### config.mk
export PLATFORM = sky130hd
export DESIGN_NAME = fetch_unit
export DESIGN_NICKNAME = d
export VERILOG_FILES = /design/src/rtl/fetch_pkg.sv /design/src/rtl/fetch_classify.sv /design/src/rtl/fetch_extract.sv /design/src/rtl/fetch_nextpc.sv /design/src/rtl/fetch_pcsel.sv /design/src/rtl/fetch_unit.sv
export SDC_FILE = /design/constraint.sdc
export NUM_CORES = 1
export LEC_CHECK = 0
export CAP_MARGIN = 30
export CORE_AREA = 10 10 208 210
export DETAILED_ROUTE_END_ITERATION = 10
export DIE_AREA = 0 0 218 220
export DONT_BUFFER_PORTS = 1
export PLACE_DENSITY = 0.33
export SKIP_LAST_GASP = 1
export SLEW_MARGIN = 20
export SYNTH_ARGS = -nofsm -noshare
export SYNTH_HDL_FRONTEND = slang
export SYNTH_SLANG_ARGS = --single-unit
### constraint.sdc
create_clock -name vclk -period 6.2
set_input_delay 1.24 -clock vclk [all_inputs]
set_output_delay 1.24 -clock vclk [all_outputs]
set_load 0.05 [all_outputs]
### src/rtl/fetch_pkg.sv
package fetch_pkg;

    localparam logic [3:0] IC_HALT  = 4'h0;
    localparam logic [3:0] IC_NOP   = 4'h1;
    localparam logic [3:0] IC_RRMOV = 4'h2;
    localparam logic [3:0] IC_IRMOV = 4'h3;
    localparam logic [3:0] IC_RMMOV = 4'h4;
    localparam logic [3:0] IC_MRMOV = 4'h5;
    localparam logic [3:0] IC_ALU   = 4'h6;
    localparam logic [3:0] IC_JUMP  = 4'h7;
    localparam logic [3:0] IC_CALL  = 4'h8;
    localparam logic [3:0] IC_RET   = 4'h9;
    localparam logic [3:0] IC_PUSH  = 4'hA;
    localparam logic [3:0] IC_POP   = 4'hB;

    localparam logic [3:0] REG_NONE    = 4'hF;
    localparam logic [3:0] ALU_FUN_MAX = 4'd3;
    localparam logic [3:0] CND_FUN_MAX = 4'd6;

    typedef enum logic [2:0] {
        FS_AOK = 3'd1,
        FS_HLT = 3'd2,
        FS_ADR = 3'd3,
        FS_INS = 3'd4
    } fstat_e;

    typedef struct packed {
        logic [3:0] code;
        logic [3:0] fun;
        logic       known;
        logic       fun_ok;
        logic       has_regs;
        logic       has_const;
        logic       to_const;
    } op_info_t;

    function automatic logic code_known(input logic [3:0] c);
        return c <= IC_POP;
    endfunction

    function automatic logic code_has_regs(input logic [3:0] c);
        case (c)
            IC_RRMOV, IC_IRMOV, IC_RMMOV, IC_MRMOV,
            IC_ALU, IC_PUSH, IC_POP: return 1'b1;
            default:                 return 1'b0;
        endcase
    endfunction

    function automatic logic code_has_const(input logic [3:0] c);
        case (c)
            IC_IRMOV, IC_RMMOV, IC_MRMOV,
            IC_JUMP, IC_CALL: return 1'b1;
            default:          return 1'b0;
        endcase
    endfunction

    function automatic logic fun_in_range(input logic [3:0] c, input logic [3:0] f);
        case (c)
            IC_ALU:            return f <= ALU_FUN_MAX;
            IC_RRMOV, IC_JUMP: return f <= CND_FUN_MAX;
            default:           return 1'b1;
        endcase
    endfunction

    function automatic logic code_predicts_const(input logic [3:0] c);
        return (c == IC_JUMP) || (c == IC_CALL);
    endfunction

endpackage

### src/rtl/fetch_classify.sv
module fetch_classify
    import fetch_pkg::*;
(
    input  logic [7:0] byte0_i,
    output op_info_t   info_o,
    output logic       valid_o
);

    always_comb begin
        info_o.code      = byte0_i[7:4];
        info_o.fun       = byte0_i[3:0];
        info_o.known     = code_known(byte0_i[7:4]);
        info_o.fun_ok    = fun_in_range(byte0_i[7:4], byte0_i[3:0]);
        info_o.has_regs  = code_has_regs(byte0_i[7:4]);
        info_o.has_const = code_has_const(byte0_i[7:4]);
        info_o.to_const  = code_predicts_const(byte0_i[7:4]);
    end

    assign valid_o = info_o.known && info_o.fun_ok;

    // R8 / R9 guards
    always_comb begin
        a_r8_alu_fun_range: assert (!(valid_o && byte0_i[7:4] == IC_ALU) || byte0_i[3:0] <= 4'd3)
            else $error("valid ALU op with function out of range");
        a_r9_unknown_code: assert (byte0_i[7:4] <= IC_POP ||
                                   (!valid_o && !info_o.has_regs && !info_o.has_const))
            else $error("unknown code treated as valid or with operand bytes");
    end

endmodule

### src/rtl/fetch_extract.sv
module fetch_extract
    import fetch_pkg::*;
#(
    parameter int WORD_W = 64,
    localparam int CBYTES = WORD_W / 8,
    localparam int TAIL_W = (CBYTES + 1) * 8
) (
    input  logic [TAIL_W-1:0] tail_i,
    input  logic              has_regs_i,
    output logic [3:0]        ra_o,
    output logic [3:0]        rb_o,
    output logic [WORD_W-1:0] valc_o
);

    // tail_i byte t is window byte t+1
    assign ra_o = has_regs_i ? tail_i[7:4] : REG_NONE;
    assign rb_o = has_regs_i ? tail_i[3:0] : REG_NONE;

    for (genvar j = 0; j < CBYTES; j++) begin : g_cbyte
        assign valc_o[8*j +: 8] = has_regs_i ? tail_i[8*(j+1) +: 8] : tail_i[8*j +: 8];
    end

    // R2 guard
    always_comb begin
        a_r2_none_regs: assert (has_regs_i || (ra_o == 4'hF && rb_o == 4'hF))
            else $error("register fields not 0xF without register byte");
    end

endmodule

### src/rtl/fetch_nextpc.sv
module fetch_nextpc #(
    parameter int WORD_W = 64,
    localparam int CBYTES = WORD_W / 8
) (
    input  logic [WORD_W-1:0] pc_i,
    input  logic              has_regs_i,
    input  logic              has_const_i,
    input  logic              to_const_i,
    input  logic [WORD_W-1:0] valc_i,
    output logic [WORD_W-1:0] valp_o,
    output logic [WORD_W-1:0] pred_o
);

    logic [WORD_W-1:0] len;

    always_comb begin
        len = WORD_W'(1);
        if (has_regs_i)  len = len + WORD_W'(1);
        if (has_const_i) len = len + WORD_W'(CBYTES);
    end

    assign valp_o = pc_i + len;
    assign pred_o = to_const_i ? valc_i : valp_o;

    // R4 / R5 guards
    always_comb begin
        a_r4_length_set: assert ((valp_o - pc_i) == WORD_W'(1) || (valp_o - pc_i) == WORD_W'(2) ||
                                 (valp_o - pc_i) == WORD_W'(CBYTES + 1) ||
                                 (valp_o - pc_i) == WORD_W'(CBYTES + 2))
            else $error("instruction length outside legal set");
        a_r5_pred_source: assert (pred_o == valc_i || pred_o == valp_o)
            else $error("prediction from neither constant nor fall-through");
    end

endmodule

### src/rtl/fetch_pcsel.sv
module fetch_pcsel
    import fetch_pkg::*;
#(
    parameter int WORD_W = 64
) (
    input  logic [WORD_W-1:0] pred_pc_i,
    input  logic [3:0]        mem_icode_i,
    input  logic              mem_cnd_i,
    input  logic [WORD_W-1:0] mem_vala_i,
    input  logic [3:0]        wb_icode_i,
    input  logic [WORD_W-1:0] wb_valm_i,
    output logic [WORD_W-1:0] pc_o
);

    logic mispredict;
    logic ret_done;

    assign mispredict = (mem_icode_i == IC_JUMP) && !mem_cnd_i;
    assign ret_done   = (wb_icode_i == IC_RET);

    always_comb begin
        if (mispredict)    pc_o = mem_vala_i;
        else if (ret_done) pc_o = wb_valm_i;
        else               pc_o = pred_pc_i;
    end

    // R6 guard
    always_comb begin
        a_r6_recovery_first: assert (!(mem_icode_i == 4'h7 && !mem_cnd_i) || pc_o == mem_vala_i)
            else $error("mispredict recovery lost priority");
    end

endmodule

### src/rtl/fetch_unit.sv
module fetch_unit
    import fetch_pkg::*;
#(
    parameter int WORD_W = 64
) (
    input  logic [(WORD_W/8+2)*8-1:0] win_i,
    input  logic                      imem_err_i,
    input  logic [WORD_W-1:0]         pred_pc_i,
    input  logic [3:0]                mem_icode_i,
    input  logic                      mem_cnd_i,
    input  logic [WORD_W-1:0]         mem_vala_i,
    input  logic [3:0]                wb_icode_i,
    input  logic [WORD_W-1:0]         wb_valm_i,
    output logic [WORD_W-1:0]         fetch_pc_o,
    output logic [3:0]                icode_o,
    output logic [3:0]                ifun_o,
    output logic [3:0]                ra_o,
    output logic [3:0]                rb_o,
    output logic [WORD_W-1:0]         valc_o,
    output logic [WORD_W-1:0]         valp_o,
    output logic [WORD_W-1:0]         pred_pc_o,
    output logic [2:0]                stat_o
);

    localparam int WIN_W = (WORD_W / 8 + 2) * 8;

    op_info_t info;
    logic     valid;
    fstat_e   stat;

    fetch_pcsel #(.WORD_W(WORD_W)) pcsel_i (
        .pred_pc_i  (pred_pc_i),
        .mem_icode_i(mem_icode_i),
        .mem_cnd_i  (mem_cnd_i),
        .mem_vala_i (mem_vala_i),
        .wb_icode_i (wb_icode_i),
        .wb_valm_i  (wb_valm_i),
        .pc_o       (fetch_pc_o)
    );

    fetch_classify classify_i (
        .byte0_i(win_i[7:0]),
        .info_o (info),
        .valid_o(valid)
    );

    fetch_extract #(.WORD_W(WORD_W)) extract_i (
        .tail_i    (win_i[WIN_W-1:8]),
        .has_regs_i(info.has_regs),
        .ra_o      (ra_o),
        .rb_o      (rb_o),
        .valc_o    (valc_o)
    );

    fetch_nextpc #(.WORD_W(WORD_W)) nextpc_i (
        .pc_i       (fetch_pc_o),
        .has_regs_i (info.has_regs),
        .has_const_i(info.has_const),
        .to_const_i (info.to_const),
        .valc_i     (valc_o),
        .valp_o     (valp_o),
        .pred_o     (pred_pc_o)
    );

    always_comb begin
        if (imem_err_i)              stat = FS_ADR;
        else if (!valid)             stat = FS_INS;
        else if (info.code == IC_HALT) stat = FS_HLT;
        else                         stat = FS_AOK;
    end

    assign icode_o = info.code;
    assign ifun_o  = info.fun;
    assign stat_o  = stat;

    // R7 guard
    always_comb begin
        a_r7_adr_wins: assert (!imem_err_i || stat_o == 3'd3)
            else $error("memory error did not give address status");
        a_r7_legal_code: assert (stat_o >= 3'd1 && stat_o <= 3'd4)
            else $error("status outside encoding");
    end

endmodule

==> flow_summary.toml <==
[finish]
final_nets = 1205
n_fill_cell = 4415
seqCellArea_um2 = 0
multi_input_area_mm2 = 0.00650
nFlopsAndLatches = 0
drive_gt1_share_pct = 51.4
nClkBuffers = 0
area_growth_pct = 56.5

[timing]
rsz0062_at_grt = "no"
hold_viol = 0
fin_crit_sh_pct = 93.4
fmax_ghz = 0.173
finalSetupViolCount = 0
slew_violations = 0
worst_pin_slew_ns = 1.04
setup_ws_ns = 0.411
final.min_clock_period_ns = 5.79
holdWs_ns = 2.48
relSlewSlack_pct = 30.6

[global_routing]
grt_pass1_vias = 7009
antenna_found_initial = 4
grt_max_degree = 83
grt_usage_pct = 17.1
grt_pass1_wl_mm = 59.9
overflow = 0

[yosys]
ys_types = 68
syn-cell-area_mm2 = 0.00559
yosysTopAreaCell = "mux2_2"
syn_nets = 1106
yosysMostFrequentCell = "nand2_1"
yosys.area.top_type_share_pct = 26.2
synth.avg_cell_area_um2 = 6.82
synth_common_cells = "nand2_1 (165), mux2_2 (130), nor2_1 (71), a31oi_1 (50), nor3_1 (33)"
ys_warn_count = 0
ys_seq_area_share_pct = 0
synthCells = 820
netlist_top_cells_area = "mux2_2 (26%), nand2_1 (11%), a31oi_1 (5.6%)"

[detailed_routing]
dr.pass1.iters = 5
wl_per_cell_um = 31.0
ant_nets = 0
viasPerCell = 4.75
drt_iter0_drc = 362
wl_mm = 44.8
via_count = 6863
drc_errors = 0

[cts]
cts_hold_buf = 0
post_cts_resized = 0
cts_setup_buffers = 0

[placement]
pre_cts_slack_ns = 0.358
numPortBuffers = 0
place_congestion = 0.844
hpwl_mm = 40.5

[floorplanning]
start_util_pct = 14.2
ioPinCount = 557
core_area_mm2 = 0.0393
rows = 73
dieArea_mm2 = 0.0480
die_h_um = 220
dieWidth_um = 218

[status]
status = "finished clean"

[hold_path]
hp-class = "primary input to output port"
min_path_cells = 0
holdPathEnd = "ifun_o[3]"
min_from = "win_i[3]"

[setup_path]
worstPathRequired_ns = 4.96
critPathKind = "primary input to output port"
cp_cell_sequence = "and4bb_2, mux2i_1, o21a_1, clkinvlp_4, ha_4, a21o_1, a31o_4, nand4_4, or2_0, or4_4, a31oi_4, buf_12"
arrival_ns = 4.55
cp-end-kind = "output port"
crit_path_start_kind = "primary input"
slowest_stage = "or4_4"
worstPathMaxFanout = 11
max_stage_delay_ns = 0.56

[power_and_ir_drop]
p_leak_nw = 3.55
vdd_drop_max_uv = 53.0
power.density_mw_per_mm2 = 149

[job]
cap_violations = 0
how the worst max path moves through the flow:
stage | cells after the start | from | to | slack [ns]
after floorplan | 19 | mem_icode_i[3] | pred_pc_o[48] | -0.46
after global routing | 12 | wb_icode_i[1] | pred_pc_o[45] | 0.21
after detailed placement | 12 | wb_icode_i[1] | pred_pc_o[45] | 0.36
final | 12 | wb_icode_i[1] | pred_pc_o[45] | 0.41
after global placement | 12 | wb_icode_i[1] | pred_pc_o[45] | 0.38
after CTS | 12 | wb_icode_i[1] | pred_pc_o[45] | 0.36
final cells by class:
cell class,count,share of cell area (%)
multi-input cells,732,74.2
repair buffers,163,17.2
inverters,22,0.986
diodes,3,0.0857
well taps,525,7.50
placed cells by master (no fill, tap or decap), types with 4 or more instances in the layout:
master	netlist	final
nand2_1	165	161
buf_4	11	138
mux2_2	130	88
nor2_1	71	67
mux2_4	0	43
a31oi_2	3	40
nand3_1	27	27
nor3_1	33	26
a21oi_1	25	24
xor2_2	0	23
xnor2_2	0	23
mux2i_1	23	22
buf_12	0	22
inv_1	22	19
nand4_1	17	17
nor4_4	4	15
and3_1	9	9
or2_2	9	9
a31oi_4	1	7
a31oi_1	50	7
a21o_1	5	5
o21ai_0	6	5
nor3_4	0	5
nor2b_1	4	4
a311oi_1	4	4
nor4_1	13	4
a31o_2	6	4
nor4_2	6	4
and4_1	4	4
xnor2_4	0	4
where the power goes:
part             total [mW]  switching, mW  internal (mW)
logic                  1.30          0.940          0.361
clock network  0.0000000653              0   0.0000000652
registers                 0              0              0
cell families (layout without fill, tap and decap cells):
| logic type | Yosys count | in the layout | share of synthesized area (%) |
|---|---|---|---|
| other cells | 0 | 3 | 0 |
| compound gates | 121 | 121 | 14.8 |
| mux | 158 | 158 | 31.4 |
| buf+inv | 88 | 185 | 8.12 |
| fa+ha+maj | 4 | 4 | 1.03 |
| xor+xnor | 56 | 56 | 8.77 |
| simple gates | 393 | 393 | 35.9 |
critical path, delay by kind of cell:
kind,cells,cell delay (ns)
AOI/OAI and AO/OA,4,0.87
adders and majority gates,1,0.28
buffers and inverters,2,0.35
muxes,1,0.22
and+or+nand+nor,4,1.56
layer usage:
metal	routed length [um]	track usage [%]	vias to the layer above
met5	32	0	-
met4	556	1.99	4
met3	4010	5.14	29
met2	20800	27.7	336
met1	19400	22.5	3343
li1	-	-	3151
metrics by stage:
step	power (mW)	area [um^2]	util [%]	instances	TNS [ns]
6_report	1.30	8760	22.3	1445	0
5_1_grt	1.35	8760	22.3	1445	0
4_1_cts	1.32	8750	22.3	1442	0
3_5_place_dp	1.32	8750	22.3	1442	0
3_3_place_gp	1.31	8720	22.2	1439	0
2_1_floorplan	0.974	6760	-	820	-8.88
Note: power is estimated with default switching activity, not from simulation.
